### src/rtl/cblk_pkg.sv
package cblk_pkg;

    // Control block layout (word offsets inside the block)
    localparam int BLK_WORDS     = 8;
    localparam int IDX_W         = $clog2(BLK_WORDS);
    localparam int OFS_CTL       = 3;
    localparam int OFS_NEXT      = 4;
    localparam int OFS_COUNT     = 6;
    localparam int OFS_DSTART    = 7;

    // Control word bits
    localparam int CTL_RX_BIT    = 0;
    localparam int CTL_CHAIN_BIT = 1;

    typedef enum logic [1:0] {
        OP_ADDR_LO  = 2'd0,
        OP_INITIATE = 2'd1
    } cmd_op_e;

    typedef enum logic [2:0] {
        S_IDLE,
        S_FETCH,
        S_DECIDE,
        S_RX_WAIT,
        S_RX_WRITE,
        S_TX_READ,
        S_TX_SEND
    } seq_state_e;

endpackage

### src/rtl/cblk_addr_reg.sv
module cblk_addr_reg
    import cblk_pkg::*;
#(
    parameter int          W      = 16,
    parameter int          ID_W   = 6,
    parameter logic [5:0]  DEV_ID = 6'b001100,
    parameter logic [5:0]  MOD_ID = 6'b000000
) (
    input  logic              clk,
    input  logic              rst_n,
    input  logic              cmd_valid,
    input  logic [1:0]        cmd_op,
    input  logic [ID_W-1:0]   cmd_dev,
    input  logic [ID_W-1:0]   cmd_mod,
    input  logic [W/2-1:0]    cmd_data,
    input  logic              busy,
    input  logic              chain_load,
    input  logic [W-1:0]      chain_addr,
    output logic [W-1:0]      base,
    output logic              start,
    output logic              reject
);
    localparam int HALF = W / 2;

    logic hit, lo_wr, init_cmd;
    logic [W-1:0] base_q;
    logic         reject_q;

    always_comb begin
        hit      = cmd_valid && (cmd_dev == DEV_ID[ID_W-1:0])
                             && (cmd_mod == MOD_ID[ID_W-1:0]);
        lo_wr    = hit && (cmd_op == OP_ADDR_LO) && !busy;
        init_cmd = hit && (cmd_op == OP_INITIATE);
        start    = init_cmd && !busy;
    end

    always_ff @(posedge clk) begin
        if (!rst_n) begin
            base_q   <= '0;
            reject_q <= 1'b0;
        end else begin
            if (chain_load) begin
                base_q <= chain_addr;
            end else begin
                if (lo_wr) base_q[HALF-1:0] <= cmd_data;
                if (start) base_q[W-1:HALF] <= cmd_data;
            end
            if (init_cmd) reject_q <= busy;
        end
    end

    assign base   = base_q;
    assign reject = reject_q;
endmodule

### src/rtl/cblk_xfer_ctr.sv
module cblk_xfer_ctr #(
    parameter int W = 16
) (
    input  logic         clk,
    input  logic         rst_n,
    input  logic         ld_cnt,
    input  logic         ld_addr,
    input  logic [W-1:0] din,
    input  logic         step,
    output logic [W-1:0] cur_addr,
    output logic         cnt_zero
);
    logic [W-1:0] cnt_q, addr_q;

    always_ff @(posedge clk) begin
        if (!rst_n) begin
            cnt_q  <= '0;
            addr_q <= '0;
        end else begin
            if (ld_cnt)       cnt_q <= din;
            else if (step)    cnt_q <= cnt_q - 1'b1;
            if (ld_addr)      addr_q <= din;
            else if (step)    addr_q <= addr_q + 1'b1;
        end
    end

    assign cur_addr = addr_q;
    assign cnt_zero = (cnt_q == '0);
endmodule

### src/rtl/cblk_seq.sv
module cblk_seq
    import cblk_pkg::*;
#(
    parameter int W = 16
) (
    input  logic         clk,
    input  logic         rst_n,
    input  logic         start,
    input  logic [W-1:0] base,
    input  logic [W-1:0] cur_addr,
    input  logic         cnt_zero,
    input  logic         mem_gnt,
    input  logic [W-1:0] mem_rdata,
    input  logic         rx_valid,
    input  logic [W-1:0] rx_data,
    input  logic         tx_ready,
    output logic         busy,
    output logic         done,
    output logic         chain_load,
    output logic [W-1:0] chain_addr,
    output logic         ld_cnt,
    output logic         ld_addr,
    output logic         step,
    output logic         mem_req,
    output logic         mem_we,
    output logic [W-1:0] mem_addr,
    output logic [W-1:0] mem_wdata,
    output logic         rx_ready,
    output logic         tx_valid,
    output logic [W-1:0] tx_data
);
    localparam logic [IDX_W-1:0] IDX_LAST = IDX_W'(BLK_WORDS - 1);

    seq_state_e       state_q, state_d;
    logic [IDX_W-1:0] idx_q;
    logic             rx_dir_q, chain_q, done_q;
    logic [W-1:0]     next_q, hold_q;
    logic             fetch_beat;

    assign fetch_beat = (state_q == S_FETCH) && mem_gnt;

    // next-state decision
    always_comb begin
        state_d = state_q;
        unique case (state_q)
            S_IDLE:     if (start) state_d = S_FETCH;
            S_FETCH:    if (mem_gnt && idx_q == IDX_LAST) state_d = S_DECIDE;
            S_DECIDE: begin
                if (cnt_zero)      state_d = chain_q ? S_FETCH : S_IDLE;
                else if (rx_dir_q) state_d = S_RX_WAIT;
                else               state_d = S_TX_READ;
            end
            S_RX_WAIT:  if (rx_valid) state_d = S_RX_WRITE;
            S_RX_WRITE: if (mem_gnt)  state_d = S_DECIDE;
            S_TX_READ:  if (mem_gnt)  state_d = S_TX_SEND;
            S_TX_SEND:  if (tx_ready) state_d = S_DECIDE;
            default:    state_d = S_IDLE;
        endcase
    end

    // state register
    always_ff @(posedge clk) begin
        if (!rst_n) state_q <= S_IDLE;
        else        state_q <= state_d;
    end

    // datapath registers owned by the sequencer
    always_ff @(posedge clk) begin
        if (!rst_n) begin
            idx_q    <= '0;
            rx_dir_q <= 1'b0;
            chain_q  <= 1'b0;
            next_q   <= '0;
            hold_q   <= '0;
            done_q   <= 1'b0;
        end else begin
            if (state_q != S_FETCH) idx_q <= '0;
            else if (mem_gnt)       idx_q <= idx_q + 1'b1;
            if (fetch_beat && idx_q == IDX_W'(OFS_CTL)) begin
                rx_dir_q <= mem_rdata[CTL_RX_BIT];
                chain_q  <= mem_rdata[CTL_CHAIN_BIT];
            end
            if (fetch_beat && idx_q == IDX_W'(OFS_NEXT)) next_q <= mem_rdata;
            if (state_q == S_RX_WAIT && rx_valid)      hold_q <= rx_data;
            else if (state_q == S_TX_READ && mem_gnt)  hold_q <= mem_rdata;
            done_q <= (state_q == S_DECIDE) && cnt_zero && !chain_q;
        end
    end

    // outputs
    always_comb begin
        mem_req    = 1'b0;
        mem_we     = 1'b0;
        mem_addr   = cur_addr;
        mem_wdata  = '0;
        rx_ready   = 1'b0;
        tx_valid   = 1'b0;
        tx_data    = '0;
        chain_load = 1'b0;
        ld_cnt     = 1'b0;
        ld_addr    = 1'b0;
        step       = 1'b0;
        unique case (state_q)
            S_IDLE: ;
            S_FETCH: begin
                mem_req  = 1'b1;
                mem_addr = base + W'(idx_q);
                ld_cnt   = mem_gnt && (idx_q == IDX_W'(OFS_COUNT));
                ld_addr  = mem_gnt && (idx_q == IDX_W'(OFS_DSTART));
            end
            S_DECIDE:   chain_load = cnt_zero && chain_q;
            S_RX_WAIT:  rx_ready = 1'b1;
            S_RX_WRITE: begin
                mem_req   = 1'b1;
                mem_we    = 1'b1;
                mem_wdata = hold_q;
                step      = mem_gnt;
            end
            S_TX_READ: begin
                mem_req = 1'b1;
                step    = mem_gnt;
            end
            S_TX_SEND: begin
                tx_valid = 1'b1;
                tx_data  = hold_q;
            end
            default: ;
        endcase
    end

    assign busy       = (state_q != S_IDLE);
    assign done       = done_q;
    assign chain_addr = next_q;
endmodule

### src/rtl/cblk_dma_engine.sv
module cblk_dma_engine
    import cblk_pkg::*;
#(
    parameter int          W      = 16,
    parameter int          ID_W   = 6,
    parameter logic [5:0]  DEV_ID = 6'b001100,
    parameter logic [5:0]  MOD_ID = 6'b000000
) (
    input  logic              clk,
    input  logic              rst_n,
    input  logic              cmd_valid,
    input  logic [1:0]        cmd_op,
    input  logic [ID_W-1:0]   cmd_dev,
    input  logic [ID_W-1:0]   cmd_mod,
    input  logic [W/2-1:0]    cmd_data,
    output logic              busy,
    output logic              done,
    output logic              cmd_reject,
    output logic              mem_req,
    output logic              mem_we,
    output logic [W-1:0]      mem_addr,
    output logic [W-1:0]      mem_wdata,
    input  logic              mem_gnt,
    input  logic [W-1:0]      mem_rdata,
    input  logic              rx_valid,
    input  logic [W-1:0]      rx_data,
    output logic              rx_ready,
    output logic              tx_valid,
    output logic [W-1:0]      tx_data,
    input  logic              tx_ready
);
    logic         start, chain_load, ld_cnt, ld_addr, step, cnt_zero;
    logic [W-1:0] base, chain_addr, cur_addr;

    cblk_addr_reg #(.W(W), .ID_W(ID_W), .DEV_ID(DEV_ID), .MOD_ID(MOD_ID)) u_areg (
        .clk(clk), .rst_n(rst_n), .cmd_valid(cmd_valid), .cmd_op(cmd_op),
        .cmd_dev(cmd_dev), .cmd_mod(cmd_mod), .cmd_data(cmd_data), .busy(busy),
        .chain_load(chain_load), .chain_addr(chain_addr), .base(base),
        .start(start), .reject(cmd_reject)
    );

    cblk_xfer_ctr #(.W(W)) u_ctr (
        .clk(clk), .rst_n(rst_n), .ld_cnt(ld_cnt), .ld_addr(ld_addr),
        .din(mem_rdata), .step(step), .cur_addr(cur_addr), .cnt_zero(cnt_zero)
    );

    cblk_seq #(.W(W)) u_seq (
        .clk(clk), .rst_n(rst_n), .start(start), .base(base), .cur_addr(cur_addr),
        .cnt_zero(cnt_zero), .mem_gnt(mem_gnt), .mem_rdata(mem_rdata),
        .rx_valid(rx_valid), .rx_data(rx_data), .tx_ready(tx_ready),
        .busy(busy), .done(done), .chain_load(chain_load), .chain_addr(chain_addr),
        .ld_cnt(ld_cnt), .ld_addr(ld_addr), .step(step), .mem_req(mem_req),
        .mem_we(mem_we), .mem_addr(mem_addr), .mem_wdata(mem_wdata),
        .rx_ready(rx_ready), .tx_valid(tx_valid), .tx_data(tx_data)
    );
endmodule

### config.mk
export PLATFORM = sky130hd
export DESIGN_NAME = cblk_dma_engine
export DESIGN_NICKNAME = d
export VERILOG_FILES = /design/src/rtl/cblk_pkg.sv /design/src/rtl/cblk_addr_reg.sv /design/src/rtl/cblk_xfer_ctr.sv /design/src/rtl/cblk_seq.sv /design/src/rtl/cblk_dma_engine.sv
export SDC_FILE = /design/constraint.sdc
export NUM_CORES = 1
export LEC_CHECK = 0
export ABC_AREA = 1
export BUFFER_PORTS_ARGS = -buffer_cell sky130_fd_sc_hd__buf_2
export CAP_MARGIN = 20
export CORE_UTILIZATION = 39
export CTS_CLUSTER_DIAMETER = 120
export DETAILED_ROUTE_END_ITERATION = 10
export SLEW_MARGIN = 20
export SYNTH_ARGS = -nofsm -noshare
export SYNTH_HDL_FRONTEND = slang
export SYNTH_SLANG_ARGS = --single-unit
export TNS_END_PERCENT = 100
### constraint.sdc
create_clock -name clk -period 3 [get_ports clk]
set_input_delay 0.3 -clock clk [delete_from_list [all_inputs] [get_ports clk]]
set_output_delay 0.3 -clock clk [all_outputs]
set_load 0.02 [all_outputs]
-- Word-level counts from Yosys, hierarchy flattened
Index checks and enable logic that the tools add are counted.
W data, S select, Z words.
- $add $sub $neg: 4
- equal/unequal tests: 19
- mux-type cells: 30
- bitwise operators: 1
- reductions and logical operators: 32
- operators by type and width (operator ; count):
    $mux W16 ; 10
    $mux W3 ; 8
    $pmux W3 S7 ; 1
    $eq A3 B3 Y1 const B ; 6
    $add A16 B1 Y16 const B ; 1
    $add A16 B3 Y16 ; 1
    $logic_and A1 B1 Y1 ; 16
    $logic_not A16 Y1 ; 1
    $mux W8 ; 2
    $sub A16 B1 Y16 const B ; 1
    $ne A2 B2 Y1 const B ; 6
    $reduce_bool A2 Y1 ; 5
    $eq A3 B2 Y1 const B ; 3
    $mux W1 ; 9
    $eq A6 B4 Y1 const B ; 1
    $logic_not A6 Y1 ; 1
    $reduce_and A6 Y1 ; 1
    $reduce_or A2 Y1 ; 2
    $add A3 B1 Y3 const B ; 1
    $eq A3 B1 Y1 const B ; 1
    $logic_not A3 Y1 ; 1
    $ne A3 B1 Y1 const B ; 1
    $reduce_bool A3 Y1 ; 1
    $reduce_or A3 Y1 ; 1
    other kinds (4) ; 5
- bits in registers: 90
- input bits: 60
- output and inout bits: 55
- logic and storage cells: 98

-- Depth between registers and ports, before layout
- depth after elaboration: 7
- depth in mapped cells: 12
- mapped depth without buffers: 12

-- Cells and area by module
Synthesis repeated with hierarchy kept, for this count alone.
- cells, all modules: 912
- area, all modules: 5755.5 µm²
- by module, submodules not included (module ; instances ; cells an instance ; area an instance (µm²) ; sequential area each (µm²)):
    cblk_seq ; 1 ; 441 ; 2702.6 ; 820.8
    cblk_xfer_ctr ; 1 ; 317 ; 2085.8 ; 640.6
    cblk_addr_reg ; 1 ; 154 ; 967.2 ; 340.3

-- Worst setup path before layout
Ideal clock, no wire load.
- kind: register -> output
- from: reg u_seq.idx_q[0]
- to: out mem_addr[8]
- arrival: 1671 ps
- data required time: 2700 ps
- setup slack: 1029 ps
- cell stages (with the launch flop): 10
- path buffers: 0
- cells stage by stage: dfxtp_1 > ha_1 > fa_1 > nand2_1 > nand2_1 > nand4_1 > nor2_1 > nand2_1 > nand2_1 > o22ai_1
- longest elaborated chain between the ends: 2
- RTL lines (item ; line ; source):
    start, declared ; cblk_seq.sv:35 ; logic [IDX_W-1:0] idx_q;
    start signal, assigned ; cblk_seq.sv:78 ; else if (mem_gnt) idx_q <= idx_q + 1'b1;
    $add A16 B3 Y16 ; cblk_seq.sv:107 ; mem_addr = base + W'(idx_q);
    $mux W16 ; cblk_seq.sv:103 ; unique case (state_q)
    end, declared ; cblk_dma_engine.sv:21 ; output logic [W-1:0] mem_addr,
Every way passes these cells.

-- Worst setup path in the final report
- from: reg u_seq.idx_q[0]
- to: out mem_addr[10]
Same word-level chain as after synthesis.

==> summary.txt <==
Outcome
  – Outcome: finished clean

Placement
  – Port Buf Inserts: 114
  – Dpl cells: 1161
  – Post-DP HPWL: 12.8 mm
  – GPL Wtd Cong: 0.853

Final layout
  – Register area: 1800 µm²
  – # diodes: 0
  – Share of cells above drive strength 1: 17.2%
  – Multi-input logic area: 3200 µm²
  – Post-route insts no fill: 1176
  – Nets: 1063
  – Most common cell after layout, fill and taps aside: nand2_1
  – Synth-to-Final Area Change: 16.6%
  – Filler Cell Count: 1553
  – Most frequent cells in the layout: nand2_1, nor2_1, inv_1, buf_2, dfxtp_1

Setup path
  – Setup crit end kind: output port
  – Setup crit end: mem_addr[10]
  – Critical-path cell list: ha_1, fa_1, nand2_1, nand2_1, nand4_1, nor2_1, nand3_1, nand2_1, nand3_1, nand2_1, buf_2
  – Critical path's largest stage delay: 380 ps
  – CP max-delay cell: dfxtp_1
  – Crit path depth: 11
  – Reg-to-Reg End: u_ctr.cnt_q[14]$_SDFFE_PN0P_
  – CP arrival: 2300 ps
  – Critical path's top delay family: simple AND/OR/NAND/NOR gates
  – CP most frequent cell: nand2_1
  – Worst path bufs/invs: 1
  – Startpoint Class: flip-flop
  – FF-to-FF path depth: 9
  – Critical Path Source: u_seq.idx_q[0]$_SDFFE_PP0P_
  – Setup Crit Path Kind: flip-flop to output port
  – CP Max Fanout: 6
  – R2r setup slk: 800 ps
  – Critical R2R Launch: u_seq.state_q[0]$_SDFFE_PN0P_
  – Worst EP required: 2700 ps

GRT
  – Initial antenna violation count: 0
  – Met1 Track Usage GR: 31.6%
  – Total track usage: 23.3%
  – Global route overflow: 0
  – First-pass GRT wire length: 26.6 mm
  – Met3 Usage GRT: 4.51%
  – GR peak layer: met2
  – Number of global-route vias before repair: 5241
  – Largest net degree at the start of global routing: 55
  – Grt met2 use: 38.1%

Synth
  – Seq cells post-synth: 90
  – Mean Syn Cell Area: 6.35 µm²
  – Cells after Synth: 895
  – Count of cell types in the netlist: 40
  – Mapped Area: 5690 µm²
  – Synth Flop Type: dfxtp_1
  – Syn nets: 966
  – Async set-reset flop share out of synthesis: 0%
  – Register area share after synthesis: 31.7%
  – Yosys Warn Count: 0
  – EDFF count, synth: 0

Drt
  – Vias per inst: 4.93
  – Total number of vias: 5802
  – Drt total wl: 16.9 mm
  – DRT antenna net count: 0
  – Starting DRT DRC Count: 497
  – Drt drc: 0
  – Wire per inst: 14.4 µm
  – TritonRoute pass-1 iters: 5

Clock network
  – Hold Buf Count CTS: 0
  – Clock root cell: clkbuf_16
  – # clock sinks: 90
  – Clock Path Buffers: 2
  – Post-CTS setup buffer count: 0
  – TritonCTS buffer count: 9
  – Max H-tree Level: 3
  – Post-cts resize count: 0
  – CTS tree: yes
  – Clock transition at path regs: 60 ps
  – Skew-Pair Late Insertion Delay: 350 ps

STA
  – Max Slew Vio Count: 0
  – Slew @ Worst Pin: 769 ps
  – Fmax: 0.384 GHz
  – RSZ-0062 raised after global routing: false
  – Relative slew slack: 48.6%
  – Clock skew: 6.00 ps
  – Final count of hold timing violations: 0
  – Fin crit share: 86.8%
  – Final setup viols: 0
  – Min Tclk post-route: 2600 ps
  – Setup TNS: 0 ps

Floorplanning
  – Starting Density: 40.5%
  – I/O Pins: 115
  – Die height: 123 µm
  – Core box area: 14000 µm²
  – DIE AREA: 15100 µm²
  – Die X: 123 µm
  – Row cnt: 43

Power
  – Switching pwr: 1.41 mW
  – VDD IR max: 323 µV
  – Overall power: 3.85 mW
  – Sw Ratio: 36.7%
  – Pleak: 3.10 nW
  – Clock share of power: 30.7%
  – Internal Power: 2.44 mW
  – Sequential power share: 36.2%
  – Comb pwr share: 33.2%
  – Power per cell area: 581 nW/µm²

Job
  – Max cap viols: 0

Worst hold path
  – Worst hold path type: input pin to flip-flop
-- cells by family after synthesis --
family	count (synthesis)	synth area share, %
fa+ha+maj	11	2.55
compound gates	155	14.4
xor+xnor	23	3.54
flops	90	31.7
simple gates	455	35.8
buf+inv	161	12.0
-- cells in the mapped netlist (7+ instances only) --
master / count / area share (%)
nand2_1: 201 / 13
nand3_1: 59 / 5.2
nand2_2: 9 / 0.99
o21ai_1: 14 / 1.2
xor2_1: 16 / 2.5
nand3b_1: 9 / 1.2
buf_6: 7 / 1.4
a21oi_1: 55 / 4.8
nand4_1: 9 / 0.99
o22ai_1: 11 / 1.2
inv_1: 119 / 7.9
dfxtp_1: 90 / 32
nor2_1: 139 / 9.2
inv_2: 7 / 0.46
o21ai_0: 61 / 5.4
xnor2_1: 7 / 1.1
ha_1: 10 / 2.2
clkbuf_1: 13 / 0.86
-- layout make-up --
| class | count | area share, % |
|---|---|---|
| well taps | 180 | 3.40 |
| multi-input cells | 644 | 48.3 |
| inverters | 127 | 7.19 |
| clock inverters | 2 | 0.529 |
| repair buffers | 120 | 9.29 |
| clock buffers | 13 | 4.08 |
| flip-flops and latches | 90 | 27.2 |
-- metrics by stage --
stage / hold slack [ps] / cell area (µm²) / utilization [%] / worst slack (ps)
floorplan: 430 / 5690 / - / 1030
finish: 228 / 6630 / 47.2 / 396
detailed placement: 448 / 6320 / 45.0 / 771
global placement: 434 / 6320 / 45.0 / 827
CTS: 217 / 6630 / 47.2 / 379
global route: 230 / 6630 / 47.2 / 212
-- state kept, by name, summed over array words and instances (netlist names), 3 cells and up --
register	count
u_ctr.cur_addr	16
u_areg.base	16
u_seq.hold_q	16
u_seq.chain_addr	16
u_seq.idx_q	3
u_ctr.cnt_q	16
u_seq.state_q	3
-- power by group through the flow --
stage	Sequential, mW	Combinational (mW)	Clock (mW)
after floorplan	1.38	1.03	0
after global placement	1.42	1.26	0
after detailed placement	1.42	1.27	0
after CTS	1.39	1.27	1.21
after global routing	1.41	1.45	1.25
final	1.39	1.28	1.18
-- how the worst min path moves through the flow --
stage,cells after the start,start,slack (ps),end
after floorplan,2,u_seq.chain_addr[0]$_SDFFE_PN0P_,430,u_seq.chain_addr[0]$_SDFFE_PN0P_
after global placement,2,u_areg.reject$_SDFFE_PN0P_,430,u_areg.reject$_SDFFE_PN0P_
after detailed placement,2,u_areg.reject$_SDFFE_PN0P_,450,u_areg.reject$_SDFFE_PN0P_
after CTS,3,rx_data[9],220,u_seq.hold_q[9]$_SDFFE_PN0P_
after global routing,3,rx_data[13],230,u_seq.hold_q[13]$_SDFFE_PN0P_
final,3,rx_data[3],230,u_seq.hold_q[3]$_SDFFE_PN0P_
-- per-layer routing --
metal	part of all wire, %	up-vias
li1	-	3026
met1	48	2615
met2	46	151
met3	5.9	10
met4	0.73	0
met5	0	-
-- worst reg2reg max path: cells and delay by family, from the launching register on --
kind	cells	cell delay (ps)
buf+inv	2	310
flops	1	560
simple gates	7	1240
No activity file was read; power rests on OpenSTA's default activity.
